### src/rtl/hcp_pkg.sv
package hcp_pkg;
   typedef enum logic [1:0] {
      ST_IDLE = 2'd0,
      ST_FILL = 2'd1,
      ST_SEND = 2'd2
   } hcp_state_e;
endpackage

### src/rtl/hcp_pack.sv
module hcp_pack #(
   parameter int CELL_W = 7,
   parameter int PIX_W  = 4,
   parameter int WORD_W = 32
) (
   input  logic              clk,
   input  logic              rst_n,
   input  logic              shift_en,
   input  logic [CELL_W-1:0] cell_data,
   output logic [WORD_W-1:0] word
);
   localparam int SHIFT = CELL_W - PIX_W;

   logic [PIX_W-1:0] pix;

   generate
      if (SHIFT == 0) begin : g_direct
         assign pix = cell_data;
      end else begin : g_scaled
         logic [CELL_W-1:0] scaled;
         assign scaled = cell_data >> SHIFT;
         assign pix    = scaled[PIX_W-1:0];
      end
   endgenerate

   always_ff @(posedge clk) begin
      if (!rst_n) begin
         word <= '0;
      end else if (shift_en) begin
         word <= {word[WORD_W-PIX_W-1:0], pix};
      end
   end

   // newest nibble equals the top bits of the cell just read
   assert_pixel_scale_R2: assert property (@(posedge clk) disable iff (!rst_n)
      shift_en |=> word[PIX_W-1:0] == $past(cell_data[CELL_W-1 -: PIX_W]));

   // older nibbles move one position towards the MSB
   assert_nibble_order_R3: assert property (@(posedge clk) disable iff (!rst_n)
      shift_en |=> word[WORD_W-1:PIX_W] == $past(word[WORD_W-PIX_W-1:0]));
endmodule

### src/rtl/hcp_addr.sv
module hcp_addr #(
   parameter int FB_ADDR_W  = 16,
   parameter int X_W        = 10,
   parameter int Y_W        = 9,
   parameter int LINE_WORDS = 80,
   parameter int ROW_WORDS  = 40,
   parameter int XSH        = 3
) (
   input  logic                 clk,
   input  logic                 rst_n,
   input  logic                 load_frame,
   input  logic [X_W-1:0]       org_x,
   input  logic [Y_W-1:0]       org_y,
   input  logic                 next_word,
   input  logic                 next_row,
   output logic [FB_ADDR_W-1:0] wr_addr
);
   localparam logic [FB_ADDR_W-1:0] LINE_STEP = FB_ADDR_W'(LINE_WORDS);

   logic [FB_ADDR_W-1:0] row_base;
   logic [FB_ADDR_W-1:0] addr_q;
   logic [FB_ADDR_W-1:0] start_addr;
   logic [X_W-1:0]       word_x;

   assign word_x     = org_x >> XSH;
   assign start_addr = FB_ADDR_W'(org_y) * LINE_STEP + FB_ADDR_W'(word_x);

   always_ff @(posedge clk) begin
      if (!rst_n) begin
         row_base <= '0;
         addr_q   <= '0;
      end else if (load_frame) begin
         row_base <= start_addr;
         addr_q   <= start_addr;
      end else if (next_row) begin
         row_base <= row_base + LINE_STEP;
         addr_q   <= row_base + LINE_STEP;
      end else if (next_word) begin
         addr_q   <= addr_q + 1'b1;
      end
   end

   assign wr_addr = addr_q;

   // consecutive words within a row
   assert_word_step_R5: assert property (@(posedge clk) disable iff (!rst_n)
      next_word |=> addr_q == $past(addr_q) + 1'b1);

   // the step from the last word of a row to the first of the next
   assert_row_step_R6: assert property (@(posedge clk) disable iff (!rst_n)
      next_row |=> addr_q == $past(addr_q) + FB_ADDR_W'(LINE_WORDS - ROW_WORDS + 1));
endmodule

### src/rtl/hcp_seq.sv
module hcp_seq
   import hcp_pkg::*;
#(
   parameter int PIX_PER_WORD = 8,
   parameter int ROW_WORDS    = 40,
   parameter int ROWS         = 80,
   parameter int CELL_ADDR_W  = 15
) (
   input  logic                   clk,
   input  logic                   rst_n,
   input  logic                   start,
   input  logic                   wr_ready,
   output logic                   busy,
   output logic                   done,
   output logic                   fill,
   output logic                   wr_valid,
   output logic                   load_frame,
   output logic                   next_word,
   output logic                   next_row,
   output logic [CELL_ADDR_W-1:0] cell_idx
);
   localparam int NIB_W  = (PIX_PER_WORD > 1) ? $clog2(PIX_PER_WORD) : 1;
   localparam int WCNT_W = (ROW_WORDS > 1) ? $clog2(ROW_WORDS) : 1;
   localparam int RCNT_W = (ROWS > 1) ? $clog2(ROWS) : 1;
   localparam logic [NIB_W-1:0]  NIB_LAST  = NIB_W'(PIX_PER_WORD - 1);
   localparam logic [WCNT_W-1:0] WORD_LAST = WCNT_W'(ROW_WORDS - 1);
   localparam logic [RCNT_W-1:0] ROW_LAST  = RCNT_W'(ROWS - 1);

   hcp_state_e        state;
   logic [NIB_W-1:0]  nib_cnt;
   logic [WCNT_W-1:0] word_cnt;
   logic [RCNT_W-1:0] row_cnt;
   logic              done_q;
   logic              accept;
   logic              row_end;
   logic              frame_end;

   assign accept     = (state == ST_SEND) && wr_ready;
   assign row_end    = (word_cnt == WORD_LAST);
   assign frame_end  = row_end && (row_cnt == ROW_LAST);
   assign load_frame = (state == ST_IDLE) && start;
   assign next_word  = accept && !row_end;
   assign next_row   = accept && row_end && !frame_end;

   always_ff @(posedge clk) begin
      if (!rst_n) begin
         state    <= ST_IDLE;
         nib_cnt  <= '0;
         word_cnt <= '0;
         row_cnt  <= '0;
         cell_idx <= '0;
         done_q   <= 1'b0;
      end else begin
         done_q <= 1'b0;
         case (state)
            ST_IDLE: begin
               if (start) begin
                  state    <= ST_FILL;
                  nib_cnt  <= '0;
                  word_cnt <= '0;
                  row_cnt  <= '0;
                  cell_idx <= '0;
               end
            end
            ST_FILL: begin
               cell_idx <= cell_idx + 1'b1;
               if (nib_cnt == NIB_LAST) begin
                  nib_cnt <= '0;
                  state   <= ST_SEND;
               end else begin
                  nib_cnt <= nib_cnt + 1'b1;
               end
            end
            ST_SEND: begin
               if (wr_ready) begin
                  if (row_end) begin
                     word_cnt <= '0;
                     if (frame_end) begin
                        state  <= ST_IDLE;
                        done_q <= 1'b1;
                     end else begin
                        row_cnt <= row_cnt + 1'b1;
                        state   <= ST_FILL;
                     end
                  end else begin
                     word_cnt <= word_cnt + 1'b1;
                     state    <= ST_FILL;
                  end
               end
            end
            default: state <= ST_IDLE;
         endcase
      end
   end

   assign busy     = (state != ST_IDLE);
   assign fill     = (state == ST_FILL);
   assign wr_valid = (state == ST_SEND);
   assign done     = done_q;

   // an idle sequencer neither reads nor writes
   assert_idle_quiet_R1: assert property (@(posedge clk) disable iff (!rst_n)
      !busy |-> !wr_valid && !fill);

   // reads never run past the end of the cell buffer
   assert_cell_range_R7: assert property (@(posedge clk) disable iff (!rst_n)
      fill |-> 32'(cell_idx) < PIX_PER_WORD * ROW_WORDS * ROWS);

   // done is a single-cycle pulse that follows an accepted write
   assert_done_pulse_R9: assert property (@(posedge clk) disable iff (!rst_n)
      done |=> !done);
   assert_done_after_accept_R9: assert property (@(posedge clk) disable iff (!rst_n)
      done |-> !busy && $past(wr_valid && wr_ready));

   // a start pulse during a frame does not end or restart it
   assert_start_ignored_R10: assert property (@(posedge clk) disable iff (!rst_n)
      (busy && start && !(accept && frame_end)) |=> busy && !load_frame);
endmodule

### src/rtl/heat_fb_packer.sv
module heat_fb_packer #(
   parameter int CELL_W     = 7,
   parameter int PIX_W      = 4,
   parameter int WORD_W     = 32,
   parameter int ROW_CELLS  = 320,
   parameter int ROWS       = 80,
   parameter int LINE_WORDS = 80,
   parameter int X_W        = 10,
   parameter int Y_W        = 9,
   parameter int FB_ADDR_W  = 16,
   localparam int PIX_PER_WORD = WORD_W / PIX_W,
   localparam int ROW_WORDS    = ROW_CELLS / PIX_PER_WORD,
   localparam int TOTAL_CELLS  = ROW_CELLS * ROWS,
   localparam int CELL_ADDR_W  = $clog2(TOTAL_CELLS),
   localparam int XSH          = $clog2(PIX_PER_WORD)
) (
   input  logic                   clk,
   input  logic                   rst_n,
   input  logic                   start,
   input  logic [X_W-1:0]         org_x,
   input  logic [Y_W-1:0]         org_y,
   output logic                   busy,
   output logic                   done,
   output logic                   cell_rd_en,
   output logic [CELL_ADDR_W-1:0] cell_rd_addr,
   input  logic [CELL_W-1:0]      cell_rd_data,
   output logic                   wr_valid,
   input  logic                   wr_ready,
   output logic [FB_ADDR_W-1:0]   wr_addr,
   output logic [WORD_W-1:0]      wr_data
);
   generate
      if (CELL_W < PIX_W) begin : g_bad_cell
         $error("CELL_W must be at least PIX_W");
      end
      if (WORD_W % PIX_W != 0 || PIX_PER_WORD < 2) begin : g_bad_word
         $error("WORD_W must hold two or more whole pixels");
      end
      if ((PIX_PER_WORD & (PIX_PER_WORD - 1)) != 0) begin : g_bad_pow
         $error("pixels per word must be a power of two");
      end
      if (ROW_CELLS % PIX_PER_WORD != 0) begin : g_bad_row
         $error("ROW_CELLS must be a whole number of words");
      end
      if (ROW_WORDS > LINE_WORDS) begin : g_bad_line
         $error("a row must fit in one screen line");
      end
   endgenerate

   logic load_frame;
   logic next_word;
   logic next_row;
   logic fill;

   hcp_seq #(
      .PIX_PER_WORD(PIX_PER_WORD),
      .ROW_WORDS   (ROW_WORDS),
      .ROWS        (ROWS),
      .CELL_ADDR_W (CELL_ADDR_W)
   ) u_seq (
      .clk       (clk),
      .rst_n     (rst_n),
      .start     (start),
      .wr_ready  (wr_ready),
      .busy      (busy),
      .done      (done),
      .fill      (fill),
      .wr_valid  (wr_valid),
      .load_frame(load_frame),
      .next_word (next_word),
      .next_row  (next_row),
      .cell_idx  (cell_rd_addr)
   );

   hcp_addr #(
      .FB_ADDR_W (FB_ADDR_W),
      .X_W       (X_W),
      .Y_W       (Y_W),
      .LINE_WORDS(LINE_WORDS),
      .ROW_WORDS (ROW_WORDS),
      .XSH       (XSH)
   ) u_addr (
      .clk       (clk),
      .rst_n     (rst_n),
      .load_frame(load_frame),
      .org_x     (org_x),
      .org_y     (org_y),
      .next_word (next_word),
      .next_row  (next_row),
      .wr_addr   (wr_addr)
   );

   hcp_pack #(
      .CELL_W(CELL_W),
      .PIX_W (PIX_W),
      .WORD_W(WORD_W)
   ) u_pack (
      .clk      (clk),
      .rst_n    (rst_n),
      .shift_en (fill),
      .cell_data(cell_rd_data),
      .word     (wr_data)
   );

   assign cell_rd_en = fill;

   // an offered word holds still under backpressure
   assert_hold_stable_R8: assert property (@(posedge clk) disable iff (!rst_n)
      (wr_valid && !wr_ready) |=> wr_valid && $stable(wr_data) && $stable(wr_addr));

   // no cell reads while a word is offered
   assert_no_read_in_stall_R8: assert property (@(posedge clk) disable iff (!rst_n)
      wr_valid |-> !cell_rd_en);
endmodule

### config.mk
export PLATFORM = sky130hd
export DESIGN_NAME = heat_fb_packer
export DESIGN_NICKNAME = d
export VERILOG_FILES = /design/src/rtl/hcp_pkg.sv /design/src/rtl/hcp_pack.sv /design/src/rtl/hcp_addr.sv /design/src/rtl/hcp_seq.sv /design/src/rtl/heat_fb_packer.sv
export SDC_FILE = /design/constraint.sdc
export NUM_CORES = 1
export LEC_CHECK = 0
export ABC_AREA = 1
export BUFFER_PORTS_ARGS = -buffer_cell sky130_fd_sc_hd__buf_2
export CORE_UTILIZATION = 55
export CTS_BUF_LIST = sky130_fd_sc_hd__clkbuf_4
export DETAILED_ROUTE_END_ITERATION = 6
export PLACE_DENSITY = 0.89
export SYNTH_ARGS = -nofsm -noshare
export SYNTH_HDL_FRONTEND = slang
export SYNTH_HIERARCHICAL = 1
export SYNTH_SLANG_ARGS = --single-unit
### constraint.sdc
create_clock -name clk -period 2.5 [get_ports clk]
set_clock_uncertainty 0.05 [all_clocks]
set_input_delay 0.25 -clock clk [delete_from_list [all_inputs] [get_ports clk]]
set_output_delay 0.25 -clock clk [all_outputs]
set_load 0.01 [all_outputs]
Word-level counts from Yosys, hierarchy flattened --
Index checks and enable logic that the tools add are counted. Widths: inputs -> output; s select.
Operators by class: add/subtract/negate cells 7, multipliers 1, div/mod/pow operators 0, order comparisons 0, equal/unequal tests 10, shifts and indexed selects 0, mux-type cells 26, bitwise gates (word level) 0, reduce and logical (&&, ||, !) cells 19
Operators by type and width (count):
- $mux 16 | 5
- $pmux 15 s2 | 1
- $mux 7 | 4
- $mux 6 | 3
- $add 16x1->16 const B | 1
- $add 16x7->16 | 1
- $add 16x7->16 const B | 1
- $add 15x1->15 const B | 1
- $mux 15 | 1
- $pmux 7 s2 | 1
- $mul 9x3->12 const B | 1
- $pmux 6 s2 | 1
- $reduce_bool 2->1 | 4
- $add 7x1->7 const B | 1
- $eq 7x7->1 const B | 1
- $add 6x1->6 const B | 1
- $eq 6x6->1 const B | 1
- $logic_and 1x1->1 | 6
- $mux 2 | 3
- $mux 3 | 2
- $ne 2x1->1 const B | 3
- $pmux 2 s3 | 1
- $pmux 3 s2 | 1
- $reduce_and 3->1 | 2
- 12 further kinds | 16
Storage, ports and cells: register bits 98, bits in latches 0, bits in writable memories 0, ROM bits 0, output and inout bits 67, logic and storage cells 72, memories 0

Longest topological paths before layout --
Gate-level depths: netlist (run 1).
depth after elaboration 6, depth in mapped cells 16, mapped depth without buffers 16

Cells and area by module --
Netlist (run 1), hierarchy kept.
Modules (own cells, without submodules):
- hcp_addr | times used 1, cells each 431, area an instance 2768.9 um2, sequential area each 640.6 um2
- hcp_seq | times used 1, cells each 281, area an instance 1856.8 um2, sequential area each 680.7 um2
- hcp_pack | times used 1, cells each 202, area an instance 1335.0 um2, sequential area each 640.6 um2

Worst setup path before layout (run 1) --
OpenSTA, ideal clock, no wires.
kind input-to-reg, from in org_y[1], to reg u_addr.addr_q[13] (netlist: u_addr/wr_addr[13]), arrival 2023 ps, required time 2341 ps, setup slack 318 ps, cell stages on the path 12, buffers on the path 0, path through ha_1 -> ha_1 -> fa_1 -> nand3_4 -> nor2_1 -> nand3_2 -> nor2_2 -> nand2_1 -> nand3_1 -> nand3_1 -> nand2_1 -> inv_1
Between the ends: word-level cells in the longest chain between the ends 3
Ends and longest elaborated chain:
- from (decl) | RTL line heat_fb_packer.sv:21 | input logic [Y_W-1:0] org_y,
- $mul 9x3->12 | RTL line hcp_addr.sv:26 | assign start_addr = FB_ADDR_W'(org_y) * LINE_STEP + FB_ADDR_W'(word_x);
- $add 16x7->16 | RTL line hcp_addr.sv:26
- $mux 16 | RTL line hcp_addr.sv:32 | end else if (load_frame) begin
- to (signal assigned) | RTL line hcp_addr.sv:34 | addr_q <= start_addr;
- to (signal assigned) | RTL line hcp_addr.sv:37 | addr_q <= row_base + LINE_STEP;
- to (signal assigned) | RTL line hcp_addr.sv:39 | addr_q <= addr_q + 1'b1;
- to (decl) | RTL line hcp_addr.sv:21 | logic [FB_ADDR_W-1:0] addr_q;
Every way passes these cells. A chain may end at the register's enable or synchronous reset.

Worst setup path in the final report (run 1) --
from reg u_seq.row_cnt[0], to reg u_addr.addr_q[6] (netlist: u_addr/wr_addr[6])
Between the ends: word-level cells in the longest chain between the ends 6, elaborated cells on any way between the ends 7, classes of those cells eq/ne: 1; mux: 2; reduce/logical: 4
Ends and longest elaborated chain:
- from (decl) | RTL line hcp_seq.sv:32 | logic [RCNT_W-1:0] row_cnt;
- from (signal assigned) | RTL line hcp_seq.sv:82 | row_cnt <= row_cnt + 1'b1;
- $eq 7x7->1 * | RTL line hcp_seq.sv:40 | assign frame_end = row_end && (row_cnt == ROW_LAST);
- $logic_and 1x1->1 * | RTL line hcp_seq.sv:40
- $logic_not 1->1 * | RTL line hcp_seq.sv:43 | assign next_row = accept && row_end && !frame_end;
- $logic_and 1x1->1 * | RTL line hcp_seq.sv:43
- via next_row | RTL line heat_fb_packer.sv:52 | logic next_row;
- $mux 16 | RTL line hcp_addr.sv:35 | end else if (next_row) begin
- $mux 16 | RTL line hcp_addr.sv:32
The timed path passes the listed nets; every way through them passes the cells marked *.

==> results.sh, run 1 <==
export IMPL_syn_to_final_growth_pct=10.60
export IMPL_avgSynthCellArea_um2=6.522
export IMPL_ioPinCount=97
export IMPL_outcome="finished, final reports clean"
export IMPL_antenna_cells=0
export IMPL_slew_viol_final=0
export IMPL_synth_seq_area_share_pct=32.91
export IMPL_final_setup_tns_ns=0
export IMPL_fin_hold_ws_ns=0.03850
export IMPL_finalPower_w=0.003667
export IMPL_syn_num_nets=970
export IMPL_grt_pass1_wl_um=22940
export IMPL_grt_pass1_vias=5105
export IMPL_postCtsSetupBuffers=0
export IMPL_fillers=967
export IMPL_max_slew_margin_rel_pct=66.81
export IMPL_combinationalPowerShare_pct=30.3
export IMPL_postLayoutSetupSlackWorst_ns=0.2391
export IMPL_fin_crit_ns=2.261
export IMPL_start_kind="flop"
export IMPL_cts_tree="yes"
export IMPL_finalHoldViolCount=0
export IMPL_ir_drop_uv=455.2
export IMPL_final_nets=1054
export IMPL_p_seq_share_pct=50.4
export IMPL_rsz0062_at_grt="no"
export IMPL_min_from="org_x[5]"
export IMPL_synth_most_common_cell="nand2_1"
export IMPL_worst_path_max_fanout=24
export IMPL_die_x_um=106.1
export IMPL_drtIter0Drc=354
export IMPL_vias_per_cell=5.185
export IMPL_synthDistinctLibCells=44
export IMPL_rr_startpoint="u_seq/row_cnt[0]"
export IMPL_track_usage_pct=24.84
export IMPL_clockPowerShare_pct=19.2
export IMPL_portBuffers=90
export IMPL_end_kind="flop"
export IMPL_clock_sinks=98
export IMPL_postRouteAntennaNets=0
export IMPL_hold_buffers=0
export IMPL_hold_class="in2reg"
export IMPL_p_int_w=0.002316
export IMPL_tightest_slew_ns=0.4960
export IMPL_final_layout_size_suffix_gt1_share_pct=15.67
export IMPL_dpl_worst_slack_ns=0.01422
export IMPL_die_h_um=106.1
export IMPL_ff2ff_setup_slack_ns=0.24
export IMPL_clockRootBuffer="clkbuf_4"
export IMPL_grt_max_degree=77
export IMPL_arrival_ns=2.50
export IMPL_hold_depth=3
export IMPL_die_area_um2=11260
export IMPL_dr_pass1_iters=5
export IMPL_num_vias=5901
export IMPL_rows=37
export IMPL_synth_area_um2=5961
export IMPL_synth_area_leaders="dfxtp_1, nand2_1, nor2_1"
export IMPL_max_cap_violations=0
export IMPL_gp_congestion=0.8393
export IMPL_globalRouteOverflowTotal=0
export IMPL_switching_share_pct=36.86
export IMPL_ys_seq_elements=98
export IMPL_yosys_top_cells_count="nand2_1, nor2_1, inv_1, dfxtp_1, nand3_1"
export IMPL_syn_inst=914
export IMPL_synth_edf_count=0
export IMPL_yosysWarnings=6
export IMPL_worstSetupPathType="reg2reg"
export IMPL_numCtsBuffers=9
export IMPL_antenna_found_initial=0
export IMPL_power_density_nw_per_um2=556.3
export IMPL_wl_per_cell_um=11.76
export IMPL_htreeDepth=3
export IMPL_wirelength_um=13380
export IMPL_power_switching_w=0.001352
export IMPL_hpwl_um=9880
export IMPL_synth_flop_cell="dfxtp_1"
export IMPL_core_um2=10420
export IMPL_holdPathEnd="u_addr/row_base[2]"
export IMPL_rr_endpoint="u_addr/wr_addr[6]"
export IMPL_setup_viol=0
export IMPL_power_leakage_nw=3.130
export IMPL_drc=0
export IMPL_place_area_um2=6486
export IMPL_start_util_pct=57.23
export IMPL_clkTransAtPathRegs_ns=0.14
export IMPL_synth_top_cell_area_share_pct=32.91
export IMPL_fin_crit_sh_pct=90.44
export IMPL_async_flop_share_pct=0
export IMPL_clock_latency_ns=0.43
export IMPL_cts_max_path_buffers=2
export IMPL_cp_required_ns=2.74
export IMPL_fmax_ghz=0.4423
export IMPL_synth_top_area_cell="dfxtp_1"
export IMPL_r2r_cells=10
export IMPL_final_area_um2=6593
[metrics by stage]
| stage | util, % | std cells |
|---|---|---|
| final | 63.29 | 1138 |
| after global routing | 63.29 | 1138 |
| after CTS | 63.24 | 1138 |
| after detailed placement | 62.27 | 1123 |
| after global placement | 62.27 | 1123 |
| after floorplan | - | 914 |
[metal layers]
metal  vias up  GRT usage (%)  routed length (um)
met5         -              0                   0
met4         0          8.631                 252
met3        22          4.598                 802
met2       167          41.74                6302
met1      2639          31.81                6023
li1       3073              -                   -
[cell families (layout without fill, tap and decap cells)]
group                    Yosys count  in the layout  synth area share (%)
AO/OA/AOI/OAI                    126            126                 12.20
XOR/XNOR                           9              9                 1.322
adder cells (fa/ha/maj)           26             26                 5.710
buffers and inverters            152            240                 10.96
flip-flops                        98             98                 32.91
AND/OR/NAND/NOR                  503            503                 36.90
[how the worst max path moves through the flow]
stage                                start            endpoint  slack (ns)  cells after the start
after floorplan                   org_y[1]  u_addr/wr_addr[13]        0.32                     12
after global placement            org_y[1]  u_addr/wr_addr[13]        0.07                     13
after detailed placement          org_y[1]  u_addr/wr_addr[13]        0.01                     13
after CTS                 u_seq/row_cnt[1]   u_addr/wr_addr[6]        0.23                     10
after global routing      u_seq/row_cnt[1]  u_addr/wr_addr[13]        0.03                     12
final                     u_seq/row_cnt[0]   u_addr/wr_addr[6]        0.24                     10
[critical path: stages, from the launching register on]
cell and delay [ns]:
dfxtp_1 0.41, ha_1 0.25, nand3_1 0.16, nor2_2 0.21
nor2_2 0.10, nor2_4 0.20, inv_2 0.08, nor2_4 0.16
inv_2 0.19, o211ai_1 0.23, a41oi_1 0.08
[cells in the final DEF, fill, tap and decap left out, types with 5 or more instances in the layout]
cell	n
a211oi_1	5
a21oi_1	41
a31oi_1	10
buf_2	90
buf_4	9
clkbuf_4	9
dfxtp_1	98
ha_1	24
inv_1	116
inv_2	8
nand2_1	259
nand3_1	57
nand3_2	6
nand4_1	12
nor2_1	134
nor2_2	6
nor2_4	7
o211ai_1	6
o21ai_0	42
o21ai_1	8
xor2_1	5
[layout make-up]
class	count	area (um2)	share of cell area [%]
clock buffers	9	67.56	1.025
repair buffers	100	538.0	8.161
well taps	136	170.2	2.581
clock inverters	6	33.78	0.5124
flip-flops and latches	98	1962	29.76
multi-input cells	664	3351	50.83
inverters	125	470.5	7.136
[registers in the layout, indices dropped and copies added, names as in the netlist]
name             flops
u_seq/nib_cnt        3
u_addr/wr_addr      16
u_pack/word         32
u_seq/row_cnt        7
u_seq/state          2
u_seq/done           1
u_seq/word_cnt       6
u_seq/cell_idx      15
u_addr/row_base     16
[power groups by stage]
stage	logic, W	clock network (W)	registers [W]
finish	0.00111	0.000705	0.00185
global route	0.00126	0.000795	0.00188
CTS	0.00111	0.000735	0.00185
detailed placement	0.00110	0	0.00188
global placement	0.00108	0	0.00188
floorplan	0.000798	0	0.00191
[timing repair]
action / in CTS / in global routing
endpoints found under the hold margin: 0 / 0
endpoints found under the setup margin: 0 / 4
gates resized for setup: 0 / 2
Note: power is estimated with default switching activity, not from simulation.
==> inputs of run 2 (changes only) <==
Settings changed: MAX_ROUTING_LAYER from default to met4, PLACE_DENSITY 0.89 to 0.78, TNS_END_PERCENT from default to 5.
==> results.sh, run 2 (synthesized netlist as in run 1, its figures left out) <==
export IMPL_outcome="finished, final reports clean"
export IMPL_rr_endpoint="u_addr/wr_addr[12]"
export IMPL_clock_sinks=98
export IMPL_track_usage_pct=24.76
export IMPL_power_leakage_nw=3.170
export IMPL_gp_congestion=0.8674
export IMPL_final_setup_tns_ns=0
export IMPL_clockPowerShare_pct=21.3
export IMPL_finalNonFillerCells=1145
export IMPL_drtIter0Drc=378
export IMPL_combinationalPowerShare_pct=29.7
export IMPL_htreeDepth=3
export IMPL_dr_pass1_iters=7
export IMPL_rr_startpoint="u_seq/row_cnt[0]"
export IMPL_max_cap_violations=0
export IMPL_clock_latency_ns=0.44
export IMPL_vias_per_cell=5.040
export IMPL_hpwl_um=9765
export IMPL_min_from="org_x[3]"
export IMPL_fin_crit_ns=2.227
export IMPL_antenna_found_initial=0
export IMPL_finalHoldViolCount=0
export IMPL_setup_viol=0
export IMPL_numCtsBuffers=9
export IMPL_layout_commonest_cell="nand2_1"
export IMPL_p_seq_share_pct=49.1
export IMPL_holdPathEnd="u_addr/row_base[0]"
export IMPL_p_int_w=0.002357
export IMPL_worstSetupPathType="reg2reg"
export IMPL_r2r_cells=12
export IMPL_core_um2=10420
export IMPL_final_nets=1060
export IMPL_drc=0
export IMPL_hold_depth=3
export IMPL_clkTransAtPathRegs_ns=0.16
export IMPL_end_kind="flop"
export IMPL_regArea_um2=1962
export IMPL_hold_class="in2reg"
export IMPL_postRouteAntennaNets=0
export IMPL_switching_share_pct=37.49
export IMPL_grt_max_degree=65
export IMPL_fmax_ghz=0.4491
export IMPL_power_switching_w=0.001414
export IMPL_wirelength_um=13320
export IMPL_critPathMaxStageDelay_ns=0.42
export IMPL_portBuffers=90
export IMPL_cts_tree="yes"
export IMPL_cts_max_path_buffers=2
export IMPL_largest_reg_flops=32
export IMPL_arrival_ns=2.54
export IMPL_start_kind="flop"
export IMPL_cp_required_ns=2.81
export IMPL_final_layout_size_suffix_gt1_share_pct=16.15
export IMPL_rsz0062_at_grt="no"
export IMPL_die_area_um2=11260
export IMPL_worst_path_max_fanout=24
export IMPL_cp_cell_sequence="ha_1 -> nand3_1 -> nor2_2 -> nor2_2 -> nor2_4 -> inv_2 -> nor2_4 -> inv_2 -> o21ai_0 -> inv_1 -> nand2_1 -> inv_1"
export IMPL_slew_viol_final=0
export IMPL_fin_crit_sh_pct=89.07
export IMPL_wl_per_cell_um=11.63
export IMPL_clockRootBuffer="clkbuf_4"
export IMPL_die_x_um=106.1
export IMPL_ir_drop_uv=379.2
export IMPL_top_register="u_pack/word"
export IMPL_die_h_um=106.1
export IMPL_start_util_pct=57.23
export IMPL_multi_input_area_um2=3351
export IMPL_globalRouteOverflowTotal=0
export IMPL_antenna_cells=0
export IMPL_tightest_slew_ns=0.5719
export IMPL_grt_pass1_wl_um=22300
export IMPL_final_area_um2=6674
export IMPL_grt_pass1_vias=4818
export IMPL_num_vias=5771
export IMPL_syn_to_final_growth_pct=11.96
export IMPL_place_area_um2=6516
export IMPL_fillers=1012
export IMPL_critPathSlowestCell="dfxtp_1"
export IMPL_ioPinCount=97
export IMPL_max_slew_margin_rel_pct=61.87
export IMPL_rows=37
export IMPL_dpl_cell_count=1127
export IMPL_ff2ff_setup_slack_ns=0.27
export IMPL_power_density_nw_per_um2=564.9
export IMPL_final_cell_mix="nand2_1, nor2_1, inv_1, dfxtp_1, buf_2"
export IMPL_final_util_pct=64.07
==> run 2: repair_timing <==
action                                 4_1_cts  5_1_grt
endpoints found under the hold margin        1        1
setup buffers                                0        0
hold buffers                                 1        1
setup endpoints to repair                    0        8
resized for setup                            0        2
==> run 2: worst max-delay path: cells and delay by family, from the launching register on <==
family / cells / cell delay [ns]
and+or+nand+nor: 6 / 0.88
DFF: 1 / 0.42
buffers and inverters: 4 / 0.37
adders and majority gates: 1 / 0.24
AOI/OAI and AO/OA: 1 / 0.21
==> run 2: how the worst max path moves through the flow <==
stage	from	to	slack (ns)	depth (start not counted)
finish	u_seq/row_cnt[0]	u_addr/wr_addr[12]	0.27	12
global route	u_seq/row_cnt[1]	u_addr/wr_addr[13]	0.03	12
CTS	u_seq/row_cnt[0]	u_addr/wr_addr[12]	0.23	12
detailed placement	org_y[1]	u_addr/wr_addr[13]	0.06	14
global placement	org_y[1]	u_addr/wr_addr[13]	0.07	14
floorplan	org_y[1]	u_addr/wr_addr[13]	0.32	12
==> run 2: final cells by class <==
| class | count | share of cell area, % |
|---|---|---|
| Multi-Input combinational cell | 664 | 50.21 |
| Sequential cell | 98 | 29.40 |
| Timing Repair Buffer | 106 | 8.811 |
| Inverter | 125 | 7.049 |
| Tap cell | 136 | 2.550 |
| Clock buffer | 9 | 1.012 |
| Clock inverter | 7 | 0.9749 |
==> run 2: routing by layer <==
metal / track usage (%) / routed length, um / vias up / share of wire, %
met3: 3.311 / 692 / 7 / 5.2
met2: 38.36 / 5905 / 135 / 44
met4: 5.060 / 85 / 0 / 0.64
li1: - / - / 3093 / -
met1: 34.55 / 6638 / 2536 / 50
met5: - / 0 / - / 0
==> run 2: per-stage QoR <==
| step | total power [W] | hold WS (ns) | setup slack, ns |
|---|---|---|---|
| final | 0.003770 | 0.03509 | 0.2732 |
| after global routing | 0.004045 | 0.01192 | 0.02526 |
| after CTS | 0.003799 | 0.001782 | 0.2321 |
| after detailed placement | 0.002993 | 0.3995 | 0.06293 |
| after global placement | 0.002972 | 0.3941 | 0.06792 |
| after floorplan | 0.002707 | 0.3204 | 0.3179 |
==> run 2: power by group through the flow <==
stage / Sequential, W / Clock [W] / Combinational (W)
floorplan: 0.00191 / 0 / 0.000798
global placement: 0.00188 / 0 / 0.00109
detailed placement: 0.00188 / 0 / 0.00111
CTS: 0.00185 / 0.000833 / 0.00112
global route: 0.00188 / 0.000898 / 0.00127
finish: 0.00185 / 0.000801 / 0.00112
